`src/rtl/epDmaPkg.sv`:
```
package epDmaPkg;

  typedef enum logic [1:0] {
    SRC_SIE  = 2'd0,
    SRC_DMA  = 2'd1,
    SRC_BYTE = 2'd2
  } srcSel_e;

  typedef struct packed {
    logic    push;
    logic    pop;
    srcSel_e src;
    logic    latchSize;
  } bufCtl_t;

endpackage

```
`src/rtl/epDmaCtl.sv`:
```
module epDmaCtl
  import epDmaPkg::*;
#(
  parameter int EP_NUM = 1,
  parameter int PKT_W  = 7,
  parameter int TOT_W  = 12
) (
  input  logic             clk,
  input  logic             rstN,
  input  logic             autoMode,
  input  logic             dmaEn,
  input  logic             dirIn,
  input  logic [PKT_W-1:0] pktSize,
  input  logic [TOT_W-1:0] totalUnits,
  input  logic             loadTotal,
  input  logic             pktDone,
  input  logic             sieWr,
  input  logic             sieRd,
  input  logic             dmaRd,
  input  logic             dmaWr,
  input  logic             cpuByteWr,
  input  logic             cpuByteRd,
  input  logic             cpuClr,
  input  logic             cpuIntClr,
  output bufCtl_t          ctl,
  output logic             dmaReq,
  output logic             irq,
  output logic             dmaErr
);

  localparam bit DMA_OK = (EP_NUM >= 1) && (EP_NUM <= 5);

  logic             reqFlag, intFlag, errFlag;
  logic [PKT_W-1:0] pktCnt;
  logic [TOT_W-1:0] remain;

  logic             dirStrobe, dmaTry, accept, badAcc, autoEff;
  logic [PKT_W:0]   sizeRound;
  logic [PKT_W-1:0] pktUnits, cntInc;
  logic             pktEnd, lastUnit, remainZero;

  // Packet length in 16-bit units, rounded up for an odd byte size.
  assign sizeRound  = {1'b0, pktSize} + 1'b1;
  assign pktUnits   = sizeRound[PKT_W:1];
  assign cntInc     = pktCnt + 1'b1;
  assign pktEnd     = (cntInc == pktUnits);
  assign remainZero = (remain == '0);
  assign lastUnit   = (remain == TOT_W'(1));

  assign dirStrobe = dirIn ? dmaWr : dmaRd;
  assign dmaTry    = DMA_OK && dmaEn && dirStrobe;
  assign accept    = dmaTry && reqFlag;
  assign badAcc    = dmaTry && !reqFlag;
  assign autoEff   = DMA_OK && autoMode;

  always_ff @(posedge clk) begin
    if (!rstN) begin
      reqFlag <= 1'b0;
      intFlag <= 1'b0;
      errFlag <= 1'b0;
      pktCnt  <= '0;
      remain  <= '0;
    end else begin
      if (loadTotal) begin
        remain <= totalUnits;
      end else if (accept && autoEff && !remainZero) begin
        remain <= remain - 1'b1;
      end

      if (pktDone && (!autoEff || !remainZero)) begin
        reqFlag <= 1'b1;
        pktCnt  <= '0;
      end else if (cpuClr) begin
        reqFlag <= 1'b0;
      end else if (accept && autoEff) begin
        if (lastUnit || pktEnd) begin
          reqFlag <= 1'b0;
          pktCnt  <= '0;
        end else begin
          pktCnt <= cntInc;
        end
      end

      if ((pktDone && !autoEff) || (accept && autoEff && lastUnit)) begin
        intFlag <= 1'b1;
      end else if (cpuIntClr) begin
        intFlag <= 1'b0;
      end

      if (badAcc) begin
        errFlag <= 1'b1;
      end else if (cpuIntClr) begin
        errFlag <= 1'b0;
      end
    end
  end

  // Buffer strobes: the writer and reader swap with the direction.
  always_comb begin
    ctl           = '0;
    ctl.latchSize = pktDone && !dirIn;
    if (dirIn) begin
      ctl.push = (dmaWr && accept) || cpuByteWr;
      ctl.pop  = sieRd;
      ctl.src  = cpuByteWr ? SRC_BYTE : SRC_DMA;
    end else begin
      ctl.push = sieWr;
      ctl.pop  = accept || cpuByteRd;
      ctl.src  = SRC_SIE;
    end
  end

  generate
    if (DMA_OK) begin : g_dmaPath
      assign dmaReq = reqFlag;
    end else begin : g_noDma
      assign dmaReq = 1'b0;
    end
  endgenerate

  assign irq    = intFlag;
  assign dmaErr = errFlag;

endmodule

```
`src/rtl/epDmaData.sv`:
```
module epDmaData
  import epDmaPkg::*;
#(
  parameter int DATA_W = 16,
  parameter int PKT_W  = 7,
  parameter int DEPTH  = 32
) (
  input  logic              clk,
  input  logic              rstN,
  input  bufCtl_t           ctl,
  input  logic [DATA_W-1:0] sieWdata,
  input  logic [DATA_W-1:0] dmaWdata,
  input  logic [7:0]        cpuByte,
  input  logic [PKT_W-1:0]  rxSize,
  output logic [PKT_W-1:0]  rxSizeOut,
  output logic [DATA_W-1:0] portRdata
);

  localparam int PTR_W = $clog2(DEPTH);
  localparam int CNT_W = PTR_W + 1;

  logic [DATA_W-1:0] mem [DEPTH];
  logic [PTR_W-1:0]  wrPtr, rdPtr;
  logic [CNT_W-1:0]  fill;
  logic [DATA_W-1:0] byteWord, pushWord;
  logic              doPush, doPop, isFull, isEmpty;

  generate
    if (DATA_W > 8) begin : g_pad
      assign byteWord = {{(DATA_W-8){1'b0}}, cpuByte};
    end else begin : g_narrow
      assign byteWord = cpuByte[DATA_W-1:0];
    end
  endgenerate

  always_comb begin
    unique case (ctl.src)
      SRC_DMA:  pushWord = dmaWdata;
      SRC_BYTE: pushWord = byteWord;
      default:  pushWord = sieWdata;
    endcase
  end

  assign isFull  = (fill == CNT_W'(DEPTH));
  assign isEmpty = (fill == '0);
  assign doPush  = ctl.push && !isFull;
  assign doPop   = ctl.pop && !isEmpty;

  always_ff @(posedge clk) begin
    if (doPush) begin
      mem[wrPtr] <= pushWord;
    end
  end

  always_ff @(posedge clk) begin
    if (!rstN) begin
      wrPtr     <= '0;
      rdPtr     <= '0;
      fill      <= '0;
      rxSizeOut <= '0;
    end else begin
      if (doPush) wrPtr <= (wrPtr == PTR_W'(DEPTH-1)) ? '0 : wrPtr + 1'b1;
      if (doPop)  rdPtr <= (rdPtr == PTR_W'(DEPTH-1)) ? '0 : rdPtr + 1'b1;
      if (doPush && !doPop)      fill <= fill + 1'b1;
      else if (doPop && !doPush) fill <= fill - 1'b1;
      if (ctl.latchSize) rxSizeOut <= rxSize;
    end
  end

  assign portRdata = mem[rdPtr];

endmodule

```
`src/rtl/epDmaReqSeq.sv`:
```
module epDmaReqSeq
  import epDmaPkg::*;
#(
  parameter int EP_NUM = 1,
  parameter int DATA_W = 16,
  parameter int PKT_W  = 7,
  parameter int TOT_W  = 12,
  parameter int DEPTH  = 32
) (
  input  logic              clk,
  input  logic              rstN,
  input  logic              autoMode,
  input  logic              dmaEn,
  input  logic              dirIn,
  input  logic [PKT_W-1:0]  pktSize,
  input  logic [TOT_W-1:0]  totalUnits,
  input  logic              loadTotal,
  input  logic              pktDone,
  input  logic [PKT_W-1:0]  rxSize,
  input  logic              sieWr,
  input  logic [DATA_W-1:0] sieWdata,
  input  logic              sieRd,
  input  logic              dmaRd,
  input  logic              dmaWr,
  input  logic [DATA_W-1:0] dmaWdata,
  input  logic              cpuByteWr,
  input  logic [7:0]        cpuByte,
  input  logic              cpuByteRd,
  input  logic              cpuClr,
  input  logic              cpuIntClr,
  output logic              dmaReq,
  output logic              irq,
  output logic              dmaErr,
  output logic [PKT_W-1:0]  rxSizeOut,
  output logic [DATA_W-1:0] portRdata
);

  bufCtl_t ctl;

  epDmaCtl #(.EP_NUM(EP_NUM), .PKT_W(PKT_W), .TOT_W(TOT_W)) uCtl (
    .clk(clk), .rstN(rstN), .autoMode(autoMode), .dmaEn(dmaEn), .dirIn(dirIn),
    .pktSize(pktSize), .totalUnits(totalUnits), .loadTotal(loadTotal),
    .pktDone(pktDone), .sieWr(sieWr), .sieRd(sieRd), .dmaRd(dmaRd),
    .dmaWr(dmaWr), .cpuByteWr(cpuByteWr), .cpuByteRd(cpuByteRd),
    .cpuClr(cpuClr), .cpuIntClr(cpuIntClr), .ctl(ctl), .dmaReq(dmaReq),
    .irq(irq), .dmaErr(dmaErr)
  );

  epDmaData #(.DATA_W(DATA_W), .PKT_W(PKT_W), .DEPTH(DEPTH)) uData (
    .clk(clk), .rstN(rstN), .ctl(ctl), .sieWdata(sieWdata),
    .dmaWdata(dmaWdata), .cpuByte(cpuByte), .rxSize(rxSize),
    .rxSizeOut(rxSizeOut), .portRdata(portRdata)
  );

endmodule

```
`config.mk`:
```
export PLATFORM = sky130hd
export DESIGN_NAME = epDmaReqSeq
export DESIGN_NICKNAME = d
export VERILOG_FILES = /design/src/rtl/epDmaPkg.sv /design/src/rtl/epDmaCtl.sv /design/src/rtl/epDmaData.sv /design/src/rtl/epDmaReqSeq.sv
export SDC_FILE = /design/constraint.sdc
export NUM_CORES = 1
export LEC_CHECK = 0
export ABC_AREA = 1
export BUFFER_PORTS_ARGS = -buffer_cell sky130_fd_sc_hd__clkbuf_2
export CORE_MARGIN = 5
export CORE_UTILIZATION = 47
export DETAILED_ROUTE_END_ITERATION = 10
export GPL_TIMING_DRIVEN = 0
export PLACE_DENSITY = 0.71
export SYNTH_ARGS = -nofsm -noshare
export SYNTH_HDL_FRONTEND = slang
export SYNTH_SLANG_ARGS = --single-unit
```
`constraint.sdc`:
```
create_clock -name clk -period 3.89 [get_ports clk]
set_input_delay 0.1945 -clock clk [delete_from_list [all_inputs] [get_ports clk]]
set_output_delay 0.1945 -clock clk [all_outputs]
set_load 0.01 [all_outputs]
```
-- Yosys cells after proc, flatten, opt, wreduce, memory -nomap -nowiden
Memories as Yosys holds them, arrays and structs flattened. A register that Yosys moved wholly into a read port is not among the register bits.
Cells that the tools add are included.
- reduce and logical (&&, ||, !) cells: 38
- bitwise logic cells: 2
- add/subtract/negate cells: 7
- multiplexer cells: 22
- eq/ne operators: 7
- operators by type and width (operator ; number):
    16-bit case mux with 2 select lines ; 1
    12-bit 2-to-1 mux ; 2
    5-bit 2-to-1 mux ; 4
    1-bit logical AND ; 14
    12-bit by 1-bit equality test with 1-bit output (second input constant) ; 1
    12-bit logical NOT ; 1
    6-bit 2-to-1 mux ; 2
    12-bit by 1-bit subtractor with 12-bit output (second input constant) ; 1
    5-bit by 1-bit adder with 5-bit output (second input constant) ; 2
    5-bit equality test (second input constant) ; 2
    1-bit 2-to-1 mux ; 10
    7-bit by 1-bit adder with 8-bit output (second input constant) ; 1
    1-bit logical NOT ; 8
    2-bit nonzero test ; 4
    7-bit by 1-bit adder with 7-bit output (second input constant) ; 1
    7-bit equality test ; 1
    7-bit 2-to-1 mux ; 1
    6-bit by 1-bit adder with 6-bit output (second input constant) ; 1
    6-bit equality test (second input constant) ; 1
    6-bit logical NOT ; 1
    3-bit nonzero test ; 2
    6-bit by 1-bit subtractor with 6-bit output (second input constant) ; 1
    1-bit logical OR ; 5
    4-bit 2-to-1 mux ; 1
    other kinds (6) ; 8
- output and inout bits: 26
- memories: 1
- bits in writable memories: 512
- register bits: 45
- bits of input ports: 81
- memory list (memory ; words ; width ; rd ports ; clocked after memory_dff ; wr ports ; line ; source):
    uData.mem ; 32 ; 16 ; 1 ; 1 ; 1 ; epDmaData.sv:22 ; logic [DATA_W-1:0] mem [DEPTH];

-- Logic depth before layout (Yosys ltp)
- depth in word-level cells: 11
- mapped depth: 19

-- Modules after synthesis
From an unflattened synthesis, not the netlist that was laid out.
- cells, all modules: 2269
- area total of the unflattened synthesis: 24300.8 sq um
- by module, submodules not included (module ; cells an instance ; area an instance (sq um) ; times used ; seq. area each (sq um)):
    epDmaData ; 1991 ; 22547.9 ; 1 ; 15935.3
    epDmaCtl ; 278 ; 1752.9 ; 1 ; 440.4

-- Worst setup path before layout
OpenSTA, ideal clock, no wires.
- path kind: input port to flip-flop
- from: input port dirIn
- to: memory uData.mem[0][11] (data pin)
- stages: 6
- setup slack: 1.158 ns
- arrival: 2.278 ns
- buffers on the path: 3
- cell sequence: inv_2 clkbuf_1 or2_2 clkbuf_1 buf_2 o21ai_0
- word-level cells in the longest chain between the ends: 3
- elaborated cells on any way between the ends: 4
- those cells by class: 2 x eq/ne; 2 x mux
- ends and longest elaborated chain (item ; line ; source):
    from (decl) ; epDmaReqSeq.sv:14 ; input logic dirIn,
    4-bit 2-to-1 mux (*) ; epDmaCtl.sv:102 ; if (dirIn) begin
    2-bit equality test or 2-bit by 1-bit equality test with 1-bit output (tied branches) ; epDmaData.sv:37 ; unique case (ctl.src)
    16-bit case mux with 2 select lines (*) ; epDmaData.sv:37 ;
    via uData.pushWord[11] ; epDmaData.sv:25 ; logic [DATA_W-1:0] byteWord, pushWord;
    to (decl) ; epDmaData.sv:22 ;
The timed path passes the listed nets; every way through them passes the cells marked *.

==> results.py <==
metrics = {
    "synth": {
        "syn_inst": 1925,
        "synth.largest_area_cell": "edfxtp_1",
        "mappedNetlistArea_sq_um": 23230,
        "synth_top_family_by_area": "compound AO/OA/AOI/OAI gates",
        "syn_area_per_cell_sq_um": 12.07,
        "ys_top_cells_by_count": "edfxtp_1 (512), nor2_1 (375), o21ai_0 (303)",
        "ys_warn_count": 0,
        "ys_seq_elements": 562,
        "yosysSeqAreaShare_pct": 70.48,
        "synth-xor-area-share_pct": 0.6785,
        "synth_compound_area_share_pct": 13.51,
        "syn_nets": 2023,
        "yosys-mux-area-fraction_pct": 0,
        "synth_most_common_cell": "edfxtp_1",
        "async_flop_share_pct": 0,
        "ys.flop_type": "edfxtp_1",
        "synth_edf_count": 512,
        "synth_adder_area_share_pct": 0.9478,
        "synth_top_area_share_pct": 66.17,
        "yosys-top-cells-area": "edfxtp_1 (66%), o21ai_0 (6.5%), nor2_1 (6.1%), dfxtp_1 (4.3%), o221ai_1 (3.7%)",
        "synthSimpleGateAreaFrac_pct": 10.82,
        "synth.distinct_cells": 45,
    },
    "route": {
        "avgViaCountPerCell": 6.111,
        "post_drt_wl_per_cell_microns": 25.22,
        "wl_microns": 72810,
        "vias": 17642,
        "drc": 0,
        "drt_iter0_markers": 2592,
        "route.antenna.remaining_nets": 0,
        "drt_pass1_iterations": 6,
    },
    "clock_network": {
        "cts_inserted_buffers": 56,
        "cts.path.max_buffers": 3,
        "cts_resized": 0,
        "h-tree-depth": 2,
        "numClockSinks": 562,
        "clk_latency_ns": 0.63,
        "cts_hold_buffers": 27,
        "cts_setup_buffers": 0,
        "cts_tree": "done",
        "root_buffer": "clkbuf_16",
        "clk_pin_slew_ns": 0.06,
    },
    "worst_setup_path": {
        "worstPathRequired_ns": 3.70,
        "crit_arrival_ns": 3.54,
        "r2r_cells": 16,
        "path_max_fanout": 10,
        "worst-path-buf-inv": 4,
        "r2r_setup_slack_ns": 1.06,
        "r2r-start": "uData.fill[0]",
        "crit_type": "register to output port",
        "end_kind": "output port",
        "cpMaxStageDelayCell": "clkbuf_1",
        "r2r-end": "uData.fill[5]",
        "crit_chain": "inv_2, buf_4, clkbuf_1, o21ai_0, o221ai_1, nand3_1, nand2_1, nor2_1, a21oi_1, clkbuf_2",
        "critPathLaunchType": "register",
        "critPathMaxStageDelay_ns": 0.57,
        "critPathTopFamily": "buffers and inverters",
    },
    "floorplan": {
        "pin_count": 107,
        "die_w_microns": 232.3,
        "core_region_area_sq_um": 48950,
        "row_count": 81,
        "start_util_pct": 47.47,
        "fp.dieArea_sq_um": 53980,
        "die_h_microns": 232.3,
    },
    "timing": {
        "layout_min_cycle_time_ns": 3.739,
        "skew_ns": 0.02473,
        "setup_viol": 0,
        "drv_slew": 0,
        "max_freq_mhz": 267.4,
        "hold_viol": 0,
        "rsz0062_at_grt": "no",
        "fin_ws_ns": 0.1505,
        "slew_headroom_pct": 27.46,
        "fin_crit_sh_pct": 96.13,
        "worst_pin_slew_ns": 1.083,
    },
    "outcome": {
        "status": "finished clean",
    },
    "run": {
        "cap_viol_max_count": 0,
    },
    "global_route": {
        "grt_overflow_total": 0,
        "antenna_found_initial": 1,
        "grt_pass1_vias": 17294,
        "grt_start_max_net_pins": 33,
        "grt_first_pass_wirelength_microns": 105900,
        "grt_usage_pct": 26.32,
    },
    "worst_hold_path": {
        "min_from": "autoMode",
        "hold_end": "uCtl.irq",
        "hold_class": "input pin to register",
        "holdPathStages": 4,
    },
    "finish": {
        "fin_nets": 2274,
        "final_util_pct": 57.03,
        "drive_gt1_share_pct": 16.70,
        "num-fill-cells": 3863,
        "areaGrowthSynthToFinish_pct": 20.16,
    },
    "placed_design": {
        "port_buffers": 105,
        "gp_congestion": 0.9526,
        "dp_hpwl_microns": 49950,
        "place_ws_ns": 0.6971,
    },
    "pwr": {
        "peakVddDrop_v": 0.0003757,
        "p_per_area_nw_per_um2": 631.0,
        "p_leak_nw": 9.627,
    },
}
worst reg2reg max path: stages, from the launching register on:
cell and delay, ns:
dfxtp_1 0.37, nor4_1 0.45, nand2_1 0.08, o21ai_0 0.15
nor2_4 0.09, inv_2 0.10, ha_1 0.19, inv_1 0.13
ha_1 0.36, a21oi_1 0.14, nand2_1 0.10, nand2_1 0.07
nand2_1 0.05, a21oi_1 0.16, xor2_1 0.16, nand2_1 0.06
a21oi_1 0.11
sequential cells by signal, summed over array words and instances, names as in the netlist, named ones only:
signal	count
uCtl.dmaErr	1
uCtl.pktCnt	7
uData.rxSizeOut	7
uData.rdPtr	5
uCtl.dmaReq	1
uCtl.remain	12
uData.mem	512
uCtl.irq	1
uData.fill	6
uData.wrPtr	5
metal layers:
layer	GRT usage [%]	vias to the layer above	share of wire, %
met4	14.49	2	6.3
met3	6.872	269	12
met2	41.93	1221	46
li1	-	7593	-
met1	33.02	8557	35
met5	0	-	0.0096
cells in the final DEF, fill, tap and decap left out, types with 13 or more instances in the layout:
| master | count |
|---|---|
| o21ai_0 | 295 |
| edfxtp_1 | 512 |
| ha_1 | 16 |
| buf_8 | 16 |
| dlygate4sd3_1 | 27 |
| inv_1 | 63 |
| xor2_1 | 13 |
| o221ai_1 | 98 |
| nand3_1 | 54 |
| dfxtp_1 | 50 |
| clkbuf_16 | 57 |
| a31oi_1 | 22 |
| buf_4 | 28 |
| clkinv_1 | 15 |
| nand2_1 | 127 |
| clkbuf_2 | 105 |
| buf_16 | 15 |
| buf_2 | 27 |
| a21oi_1 | 43 |
| clkbuf_1 | 88 |
| nor2_1 | 347 |
| o22ai_1 | 31 |
| nor2_2 | 37 |
cell type report:
type	instances	area [sq um]	area share (%)
antenna	1	2.502	0.008963
buffer	120	540.5	1.936
clock buffer	67	1484	5.315
clock inverter	37	444.2	1.591
inverter	76	287.8	1.031
multi-input combinational	1167	6203	22.22
sequential	562	16380	58.66
tap	664	830.8	2.976
timing repair buffer	193	1749	6.265
kinds of logic after synthesis:
group	Yosys count
AOI/OAI and AO/OA	527
xor gates and xnor gates	18
adders and majority gates	17
buffers and inverters	196
DFF	562
and+or+nand+nor	605
how the worst max path moves through the flow:
stage,cells past startpoint,slack [ns],end,from
after CTS,10,0.28,portRdata[11],register
final,10,0.15,portRdata[12],register
after floorplan,6,1.16,uData.mem[0][11],dirIn
after detailed placement,9,0.70,uData.mem[22][0],dirIn
after global routing,10,0.02,portRdata[12],register
after global placement,6,-1.64,uData.mem[6][14],dirIn
per-stage QoR:
| stage | std cells | total power [mW] | area (sq um) | hold slack [ns] | setup TNS (ns) |
|---|---|---|---|---|---|
| finish | 2887 | 17.62 | 27920 | 0.01369 | 0 |
| global route | 2886 | 18.20 | 27920 | 0.04303 | 0 |
| CTS | 2886 | 17.49 | 27920 | 0.008547 | 0 |
| detailed placement | 2755 | 11.87 | 25720 | 0.4278 | 0 |
| global placement | 2694 | 11.64 | 24590 | 0.4209 | -365.58 |
| floorplan | 1925 | 9.770 | 23230 | 0.3294 | 0 |
report_power, final:
group          switching, mW  internal [mW]  leakage (nW)
Combinational           3.65           1.41          3.64
Sequential             0.116           6.78          5.06
Clock                   2.33           3.33         0.926
Total                   6.10           11.5          9.63
No activity file was read; power rests on OpenSTA's default activity.
